==> src/rtl/exc_pkg.sv <==
`timescale 1ns/1ps
package exc_pkg;
    localparam int PS_IL_W = 4;
    localparam int KIND_W  = 3;

    localparam logic [KIND_W-1:0] KIND_GEN       = 3'd0;
    localparam logic [KIND_W-1:0] KIND_GEN_VA    = 3'd1;
    localparam logic [KIND_W-1:0] KIND_FETCH_BUS = 3'd2;
    localparam logic [KIND_W-1:0] KIND_DATA_BUS  = 3'd3;
    localparam logic [KIND_W-1:0] KIND_MISALIGN  = 3'd4;
    localparam logic [KIND_W-1:0] KIND_DEBUG     = 3'd5;

    typedef enum logic [1:0] {
        VEC_USER   = 2'd0,
        VEC_KERNEL = 2'd1,
        VEC_DOUBLE = 2'd2,
        VEC_DEBUG  = 2'd3
    } exc_vec_e;

    typedef enum logic {
        ST_IDLE   = 1'b0,
        ST_SIGNAL = 1'b1
    } disp_state_e;

    typedef struct packed {
        logic               um;
        logic               excm;
        logic [PS_IL_W-1:0] intlevel;
    } ps_t;
endpackage

==> src/rtl/exc_classify.sv <==
`timescale 1ns/1ps
module exc_classify
    import exc_pkg::*;
#(
    parameter int ADDR_W        = 32,
    parameter int CAUSE_W       = 6,
    parameter int ALIGN_CAUSE   = 9,
    parameter int FETCH_CAUSE   = 12,
    parameter int DATA_CAUSE    = 13,
    parameter bit UNALIGNED_EXC = 1'b1,
    parameter bit HW_ALIGN      = 1'b0,
    parameter int DEBUG_LEVEL   = 6
) (
    input  logic [KIND_W-1:0]  kind,
    input  logic [CAUSE_W-1:0] cause_in,
    input  logic [ADDR_W-1:0]  faddr,
    input  logic [ADDR_W-1:0]  daddr,
    input  logic [PS_IL_W-1:0] cur_level,
    output logic               take_gen,
    output logic               take_dbg,
    output logic [CAUSE_W-1:0] eff_cause,
    output logic               load_va,
    output logic [ADDR_W-1:0]  eff_va
);
    localparam logic [PS_IL_W-1:0] DBG_LVL = PS_IL_W'(DEBUG_LEVEL);
    localparam logic [CAUSE_W-1:0] C_ALIGN = CAUSE_W'(ALIGN_CAUSE);
    localparam logic [CAUSE_W-1:0] C_FETCH = CAUSE_W'(FETCH_CAUSE);
    localparam logic [CAUSE_W-1:0] C_DATA  = CAUSE_W'(DATA_CAUSE);

    logic align_trap;

    generate
        if (UNALIGNED_EXC && !HW_ALIGN) begin : g_align_on
            assign align_trap = 1'b1;
        end else begin : g_align_off
            assign align_trap = 1'b0;
        end
    endgenerate

    always_comb begin
        take_gen  = 1'b0;
        take_dbg  = 1'b0;
        eff_cause = cause_in;
        load_va   = 1'b0;
        eff_va    = daddr;
        case (kind)
            KIND_GEN: begin
                take_gen = 1'b1;
            end
            KIND_GEN_VA: begin
                take_gen = 1'b1;
                load_va  = 1'b1;
            end
            KIND_FETCH_BUS: begin
                take_gen  = 1'b1;
                eff_cause = C_FETCH;
                load_va   = 1'b1;
                eff_va    = faddr;
            end
            KIND_DATA_BUS: begin
                take_gen  = 1'b1;
                eff_cause = C_DATA;
                load_va   = 1'b1;
            end
            KIND_MISALIGN: begin
                take_gen  = align_trap;
                eff_cause = C_ALIGN;
                load_va   = align_trap;
            end
            KIND_DEBUG: begin
                take_dbg = (cur_level < DBG_LVL);
            end
            default: begin
                take_gen = 1'b0;
            end
        endcase
    end
endmodule

==> src/rtl/exc_route.sv <==
`timescale 1ns/1ps
module exc_route
    import exc_pkg::*;
#(
    parameter bit HAS_DEPC    = 1'b1,
    parameter int DEBUG_LEVEL = 6
) (
    input  ps_t      ps_cur,
    input  logic     take_dbg,
    output exc_vec_e vec,
    output ps_t      ps_next,
    output logic     to_depc,
    output logic     to_epc1
);
    localparam logic [PS_IL_W-1:0] DBG_LVL = PS_IL_W'(DEBUG_LEVEL);
    localparam logic               DEPC_ON = HAS_DEPC;

    always_comb begin
        ps_next      = ps_cur;
        ps_next.excm = 1'b1;
        to_depc      = 1'b0;
        to_epc1      = 1'b0;
        if (take_dbg) begin
            vec              = VEC_DEBUG;
            ps_next.intlevel = DBG_LVL;
        end else if (ps_cur.excm) begin
            vec     = VEC_DOUBLE;
            to_depc = DEPC_ON;
            to_epc1 = !DEPC_ON;
        end else begin
            vec     = ps_cur.um ? VEC_USER : VEC_KERNEL;
            to_epc1 = 1'b1;
        end
    end
endmodule

==> src/rtl/exc_dispatch_fsm.sv <==
`timescale 1ns/1ps
module exc_dispatch_fsm
    import exc_pkg::*;
(
    input  logic clk,
    input  logic rst_n,
    input  logic req_valid,
    input  logic take,
    output logic req_ready,
    output logic accept,
    output logic vec_valid
);
    disp_state_e state_q, state_d;

    always_ff @(posedge clk or negedge rst_n) begin
        if (!rst_n) state_q <= ST_IDLE;
        else        state_q <= state_d;
    end

    always_comb begin
        state_d = state_q;
        unique case (state_q)
            ST_IDLE:   if (req_valid && take) state_d = ST_SIGNAL;
            ST_SIGNAL: state_d = ST_IDLE;
        endcase
    end

    always_comb begin
        req_ready = 1'b0;
        vec_valid = 1'b0;
        unique case (state_q)
            ST_IDLE:   req_ready = 1'b1;
            ST_SIGNAL: vec_valid = 1'b1;
        endcase
        accept = req_ready && req_valid && take;
    end

    AST_PULSE_SINGLE: assert property (@(posedge clk) disable iff (!rst_n)
        vec_valid |=> !vec_valid);
    AST_ACCEPT_PULSE: assert property (@(posedge clk) disable iff (!rst_n)
        accept |=> vec_valid);
    AST_BUSY_NOT_READY: assert property (@(posedge clk) disable iff (!rst_n)
        vec_valid |-> !req_ready);
endmodule

==> src/rtl/exc_sreg_file.sv <==
`timescale 1ns/1ps
module exc_sreg_file
    import exc_pkg::*;
#(
    parameter int ADDR_W      = 32,
    parameter int CAUSE_W     = 6,
    parameter int DBG_CAUSE_W = 6,
    parameter bit HAS_DEPC    = 1'b1,
    parameter int DEBUG_LEVEL = 6
) (
    input  logic                   clk,
    input  logic                   rst_n,
    input  logic                   accept,
    input  logic                   take_gen,
    input  logic                   take_dbg,
    input  logic                   load_va,
    input  logic                   to_depc,
    input  logic                   to_epc1,
    input  logic [ADDR_W-1:0]      pc,
    input  logic [CAUSE_W-1:0]     cause,
    input  logic [ADDR_W-1:0]      va,
    input  ps_t                    ps_cur,
    input  ps_t                    ps_next,
    input  exc_vec_e               vec,
    output ps_t                    ps_q,
    output exc_vec_e               vec_q,
    output logic [ADDR_W-1:0]      epc1_q,
    output logic [ADDR_W-1:0]      depc_q,
    output logic [CAUSE_W-1:0]     excause_q,
    output logic [ADDR_W-1:0]      excvaddr_q,
    output logic [DBG_CAUSE_W-1:0] dbgcause_q,
    output logic [ADDR_W-1:0]      epc_dbg_q,
    output ps_t                    eps_dbg_q
);
    localparam logic [PS_IL_W-1:0] IL_MAX  = '1;
    localparam logic [PS_IL_W-1:0] DBG_LVL = PS_IL_W'(DEBUG_LEVEL);

    always_ff @(posedge clk or negedge rst_n) begin
        if (!rst_n) begin
            ps_q       <= '{um: 1'b0, excm: 1'b1, intlevel: IL_MAX};
            vec_q      <= VEC_USER;
            epc1_q     <= '0;
            excause_q  <= '0;
            excvaddr_q <= '0;
            dbgcause_q <= '0;
            epc_dbg_q  <= '0;
            eps_dbg_q  <= '0;
        end else if (accept) begin
            ps_q  <= ps_next;
            vec_q <= vec;
            if (take_gen) begin
                excause_q <= cause;
                if (load_va) excvaddr_q <= va;
                if (to_epc1) epc1_q <= pc;
            end
            if (take_dbg) begin
                dbgcause_q <= cause[DBG_CAUSE_W-1:0];
                epc_dbg_q  <= pc;
                eps_dbg_q  <= ps_cur;
            end
        end
    end

    generate
        if (HAS_DEPC) begin : g_depc
            always_ff @(posedge clk or negedge rst_n) begin
                if (!rst_n)                           depc_q <= '0;
                else if (accept && take_gen && to_depc) depc_q <= pc;
            end
        end else begin : g_no_depc
            assign depc_q = '0;
        end
    endgenerate

    AST_EXCM_SET: assert property (@(posedge clk) disable iff (!rst_n)
        accept |=> ps_q.excm);
    AST_DBG_LEVEL: assert property (@(posedge clk) disable iff (!rst_n)
        (accept && take_dbg) |=> (ps_q.intlevel == DBG_LVL));
    AST_CAUSE_HOLD: assert property (@(posedge clk) disable iff (!rst_n)
        !(accept && take_gen) |=> $stable(excause_q));
endmodule

==> src/rtl/exc_dispatch.sv <==
`timescale 1ns/1ps
module exc_dispatch
    import exc_pkg::*;
#(
    parameter int ADDR_W        = 32,
    parameter int CAUSE_W       = 6,
    parameter int DBG_CAUSE_W   = 6,
    parameter int ALIGN_CAUSE   = 9,
    parameter int FETCH_CAUSE   = 12,
    parameter int DATA_CAUSE    = 13,
    parameter bit UNALIGNED_EXC = 1'b1,
    parameter bit HW_ALIGN      = 1'b0,
    parameter bit HAS_DEPC      = 1'b1,
    parameter int DEBUG_LEVEL   = 6
) (
    input  logic                   clk,
    input  logic                   rst_n,
    input  logic                   req_valid,
    output logic                   req_ready,
    input  logic [2:0]             req_kind,
    input  logic [ADDR_W-1:0]      req_pc,
    input  logic [CAUSE_W-1:0]     req_cause,
    input  logic [ADDR_W-1:0]      req_faddr,
    input  logic [ADDR_W-1:0]      req_daddr,
    input  logic                   ps_in_um,
    input  logic                   ps_in_excm,
    input  logic [3:0]             ps_in_intlevel,
    output logic                   vec_valid,
    output logic [1:0]             vec_sel,
    output logic                   ps_out_um,
    output logic                   ps_out_excm,
    output logic [3:0]             ps_out_intlevel,
    output logic [ADDR_W-1:0]      epc1,
    output logic [ADDR_W-1:0]      depc,
    output logic [CAUSE_W-1:0]     excause,
    output logic [ADDR_W-1:0]      excvaddr,
    output logic [DBG_CAUSE_W-1:0] debugcause,
    output logic [ADDR_W-1:0]      epc_dbg,
    output logic [5:0]             eps_dbg
);
    localparam logic [PS_IL_W-1:0] DBG_LVL = PS_IL_W'(DEBUG_LEVEL);

    ps_t                ps_cur, ps_next, ps_q, eps_q;
    logic               take_gen, take_dbg, load_va, to_depc, to_epc1, accept;
    logic [CAUSE_W-1:0] eff_cause;
    logic [ADDR_W-1:0]  eff_va;
    exc_vec_e           vec_d, vec_q;

    assign ps_cur = '{um: ps_in_um, excm: ps_in_excm, intlevel: ps_in_intlevel};

    exc_classify #(
        .ADDR_W(ADDR_W), .CAUSE_W(CAUSE_W), .ALIGN_CAUSE(ALIGN_CAUSE),
        .FETCH_CAUSE(FETCH_CAUSE), .DATA_CAUSE(DATA_CAUSE),
        .UNALIGNED_EXC(UNALIGNED_EXC), .HW_ALIGN(HW_ALIGN),
        .DEBUG_LEVEL(DEBUG_LEVEL)
    ) u_classify (
        .kind(req_kind), .cause_in(req_cause), .faddr(req_faddr),
        .daddr(req_daddr), .cur_level(ps_in_intlevel),
        .take_gen(take_gen), .take_dbg(take_dbg), .eff_cause(eff_cause),
        .load_va(load_va), .eff_va(eff_va)
    );

    exc_route #(.HAS_DEPC(HAS_DEPC), .DEBUG_LEVEL(DEBUG_LEVEL)) u_route (
        .ps_cur(ps_cur), .take_dbg(take_dbg), .vec(vec_d),
        .ps_next(ps_next), .to_depc(to_depc), .to_epc1(to_epc1)
    );

    exc_dispatch_fsm u_fsm (
        .clk(clk), .rst_n(rst_n), .req_valid(req_valid),
        .take(take_gen || take_dbg), .req_ready(req_ready),
        .accept(accept), .vec_valid(vec_valid)
    );

    exc_sreg_file #(
        .ADDR_W(ADDR_W), .CAUSE_W(CAUSE_W), .DBG_CAUSE_W(DBG_CAUSE_W),
        .HAS_DEPC(HAS_DEPC), .DEBUG_LEVEL(DEBUG_LEVEL)
    ) u_sregs (
        .clk(clk), .rst_n(rst_n), .accept(accept), .take_gen(take_gen),
        .take_dbg(take_dbg), .load_va(load_va), .to_depc(to_depc),
        .to_epc1(to_epc1), .pc(req_pc), .cause(eff_cause), .va(eff_va),
        .ps_cur(ps_cur), .ps_next(ps_next), .vec(vec_d), .ps_q(ps_q),
        .vec_q(vec_q), .epc1_q(epc1), .depc_q(depc), .excause_q(excause),
        .excvaddr_q(excvaddr), .dbgcause_q(debugcause), .epc_dbg_q(epc_dbg),
        .eps_dbg_q(eps_q)
    );

    assign vec_sel         = vec_q;
    assign ps_out_um       = ps_q.um;
    assign ps_out_excm     = ps_q.excm;
    assign ps_out_intlevel = ps_q.intlevel;
    assign eps_dbg         = eps_q;

    AST_NESTED_DOUBLE: assert property (@(posedge clk) disable iff (!rst_n)
        (req_valid && req_ready && ps_in_excm && req_kind == KIND_GEN)
        |=> (vec_valid && vec_sel == VEC_DOUBLE));
    AST_DBG_BLOCKED: assert property (@(posedge clk) disable iff (!rst_n)
        (req_valid && req_ready && req_kind == KIND_DEBUG && ps_in_intlevel >= DBG_LVL)
        |=> !vec_valid);
    AST_UNUSED_KIND: assert property (@(posedge clk) disable iff (!rst_n)
        (req_valid && req_ready && req_kind > KIND_DEBUG) |=> !vec_valid);
endmodule

==> config.mk <==
export PLATFORM = sky130hd
export DESIGN_NAME = exc_dispatch
export DESIGN_NICKNAME = d
export VERILOG_FILES = /design/src/rtl/exc_pkg.sv /design/src/rtl/exc_classify.sv /design/src/rtl/exc_route.sv /design/src/rtl/exc_dispatch_fsm.sv /design/src/rtl/exc_sreg_file.sv /design/src/rtl/exc_dispatch.sv
export SDC_FILE = /design/constraint.sdc
export NUM_CORES = 1
export LEC_CHECK = 0
export BUFFER_PORTS_ARGS = -buffer_cell sky130_fd_sc_hd__buf_4
export CORE_UTILIZATION = 43
export DETAILED_ROUTE_END_ITERATION = 16
export PLACE_DENSITY = 0.87
export SLEW_MARGIN = 20
export SYNTH_ARGS = -nofsm -noshare
export SYNTH_HDL_FRONTEND = slang
export SYNTH_SLANG_ARGS = --single-unit
==> constraint.sdc <==
create_clock -name clk -period 1.5 [get_ports clk]
set_input_delay 0.15 -clock clk [delete_from_list [all_inputs] [get_ports clk]]
set_output_delay 0.15 -clock clk [all_outputs]
set_load 0.05 [all_outputs]
==> impl_metrics.env <==
export IMPL_outcome="finished with violations"
export IMPL_violations="negative setup slack"
export IMPL_fin_area_mm2=0.0100
export IMPL_setup_viol=71
export IMPL_skew_ns=0.00490
export IMPL_path_cells="nor2b_2 > buf_6 > buf_4 > nand3_4 > clkbuf_16 > mux2_1"
export IMPL_placedCellCount=880
export IMPL_post_dp_cell_area_mm2=0.00844
export IMPL_cts_tree="yes"
export IMPL_cts_root_buf="clkbuf_16"
export IMPL_period_share=1.08
export IMPL_final_cells=986
export IMPL_p_per_area_mw_per_mm2=1650
export IMPL_power_mw=16.5
export IMPL_fin_tns_setup_ns=-5.83
export IMPL_grt_pass1_wl_mm=26.7
export IMPL_whs_endpoint="u_sregs.excvaddr_q[5]"
export IMPL_syn_nets=552
export IMPL_fin_nets=907
export IMPL_pin_count=270
export IMPL_antenna_cells=0
export IMPL_hold_viol_final=0
export IMPL_ant_nets=0
export IMPL_r2r_end="u_sregs.epc_dbg_q[15]"
export IMPL_rows=43
export IMPL_finalWirelength_mm=19.1
export IMPL_antenna_found_initial=0
export IMPL_grt_pass1_vias=5336
export IMPL_nFillCells=901
export IMPL_avgSynthCellArea_um2=13.9
export IMPL_portBuffers=268
export IMPL_dr_pass1_iters=4
export IMPL_drc=0
export IMPL_layout_commonest_cell="buf_4"
export IMPL_cts_max_level=4
export IMPL_leakagePower_nw=4.95
export IMPL_hpwlAfterDp_mm=11.5
export IMPL_netlist_area_mm2=0.00610
export IMPL_holdCritPathClass="input pin to flip-flop"
export IMPL_regToRegSetupSlack_ns=-0.11
export IMPL_required_ns=1.80
export IMPL_drive_above_1_share=0.527
export IMPL_dieArea_mm2=0.0147
export IMPL_ys_types=30
export IMPL_ys_ff_latch=154
export IMPL_timing_fmax_mhz=620
export IMPL_reg2reg_from="u_fsm.state_q"
export IMPL_vias=5019
export IMPL_start_util=0.440
export IMPL_maxSlewViolCount=0
export IMPL_gr_total_overflow=0
export IMPL_vias_per_cell=5.09
export IMPL_min_from="req_daddr[5]"
export IMPL_coreArea_mm2=0.0139
export IMPL_grt_usage=0.242
export IMPL_crit_slowest_cell="dfrtp_2"
export IMPL_dieWidth_um=121
export IMPL_arrival_ns=1.91
export IMPL_grt_max_degree=65
export IMPL_min_path_cells=3
export IMPL_worstSkewPairLatency_ns=0.42
export IMPL_crit_fanout=7
export IMPL_ys_warnings_count=0
export IMPL_cp_slowest_stage_delay_ns=0.40
export IMPL_fin_ws_ns=-0.113
export IMPL_rsz0062_at_grt="yes"
export IMPL_cts_made_buffers=17
export IMPL_clock_path_buffers=2
export IMPL_reg2reg_depth=6
export IMPL_place_congestion=0.768
export IMPL_synthCells=438
export IMPL_yosysSeqAreaShare=0.632
export IMPL_critPathKind="flip-flop to flip-flop"
export IMPL_maxCapViolCount=0
export IMPL_worstSetupStartpointType="flip-flop"
export IMPL_finalCriticalPeriod_ns=1.61
export IMPL_endpoint_kind="flip-flop"
export IMPL_routedWlPerCell_um=19.4
export IMPL_final_cell_mix="buf_4, dfrtp_1, dlygate4sd3_1"
export IMPL_ir_worst_vdd_v=0.00132
export IMPL_path_clk_slew_ns=0.06
export IMPL_area_delta_synth_final_pct=63.8
export IMPL_fp_dieH_um=121
export IMPL_clock_sinks=154
export IMPL_dp_worst_setup_slack_ns=-0.0579
export IMPL_drt_iter0_drc=210
## stage by stage
step	hold WS, ns	utilization
finish	0.0191	0.720
global route	0.0205	0.720
CTS	-0.0443	0.693
detailed placement	0.127	0.608
global placement	0.122	0.608
floorplan	-0.146	-
## registers in the layout, indices dropped and copies added (netlist names), 2 cells and up
register            cells
u_sregs.depc_q         32
u_sregs.epc1_q         32
u_sregs.epc_dbg_q      32
u_sregs.excvaddr_q     32
u_sregs.dbgcause_q      6
u_sregs.eps_dbg_q       6
u_sregs.excause_q       6
u_sregs.ps_q            5
u_sregs.vec_q           2
## cells in the mapped netlist
| cell | n | area, µm² |
|---|---|---|
| nand3_2 | 2 | 20.0 |
| dfstp_2 | 4 | 105 |
| nor2_1 | 3 | 11.3 |
| o21ai_0 | 7 | 35.0 |
| mux2i_1 | 32 | 320 |
| a21oi_1 | 4 | 20.0 |
| nand2_1 | 48 | 180 |
| o21ai_2 | 1 | 8.76 |
| buf_1 | 3 | 11.3 |
| mux2_1 | 67 | 754 |
| buf_4 | 5 | 37.5 |
| o21ai_1 | 35 | 175 |
| a31oi_1 | 1 | 6.26 |
| nand2b_1 | 1 | 6.26 |
| nor2_4 | 1 | 11.3 |
| buf_6 | 3 | 33.8 |
| nor2b_1 | 4 | 25.0 |
| and4bb_1 | 1 | 12.5 |
| dfrtp_1 | 150 | 3750 |
| nand2_2 | 1 | 6.26 |
| or3_1 | 1 | 6.26 |
| mux2_2 | 38 | 428 |
| conb_1 | 1 | 3.75 |
| buf_2 | 8 | 40.0 |
| clkbuf_1 | 5 | 18.8 |
| and2_1 | 1 | 6.26 |
| o22a_1 | 3 | 26.3 |
| a221oi_1 | 1 | 8.76 |
| inv_1 | 4 | 15.0 |
| nand3_1 | 3 | 15.0 |
## worst max path at each step
stage	startpoint	to	slack, ns	cells after the start
2_1_floorplan	u_fsm.state_q	u_sregs.epc1_q[0]	-0.17	6
3_3_place_gp	u_fsm.state_q	u_sregs.epc1_q[29]	-0.02	6
3_5_place_dp	u_fsm.state_q	u_sregs.epc1_q[22]	-0.06	6
4_1_cts	u_fsm.state_q	u_sregs.epc1_q[13]	-0.08	6
5_1_grt	u_fsm.state_q	u_sregs.epc_dbg_q[15]	-0.18	6
6_report	u_fsm.state_q	u_sregs.epc_dbg_q[15]	-0.11	6
## per-layer routing
| layer | wire [µm] | track usage | vias to the layer above |
|---|---|---|---|
| met5 | 0 | 0 | - |
| met4 | 464 | 0.125 | 0 |
| met3 | 977 | 0.0578 | 39 |
| met2 | 10400 | 0.445 | 208 |
| met1 | 7280 | 0.255 | 2526 |
| li1 | - | - | 2246 |
## cell type report
cell class,instances,area (µm²),area share
clock buffer,17,425,0.0426
clock inverter,15,116,0.0116
sequential,154,3860,0.386
tap,180,225,0.0225
multi-input combinational,256,2290,0.229
timing repair buffer,360,3060,0.307
inverter,4,15.0,0.00150
## report_power, final
group          internal, mW  switching, mW
sequential             5.09          0.587
combinational          2.35           4.52
clock                  2.14           1.80
total                  9.58           6.90
## cell families (layout without fill, tap and decap cells)
family / count (synthesis) / after routing / synth area share
flip-flops: 154 / 154 / 0.632
multiplexers: 137 / 137 / 0.246
AND/OR/NAND/NOR: 66 / 66 / 0.0492
AO/OA/AOI/OAI: 52 / 52 / 0.0459
buffers and inverters: 28 / 396 / 0.0256
other: 1 / 1 / 0.000615
## critical path: cells and delay by family, from the launching register on
family / cells / cell delay, ns
buf+inv: 3 / 0.48
flops: 1 / 0.40
mux: 1 / 0.31
simple gates: 2 / 0.29
## repair_timing
action	in CTS	in global routing
pin swaps	0	2
buffers inserted	0	3
cloned	0	7
gates resized for setup	1	54
endpoints found under the setup margin	34	106
endpoints found under the hold margin	168	3
hold buffers	63	1
(Power assumes the default switching activity.)
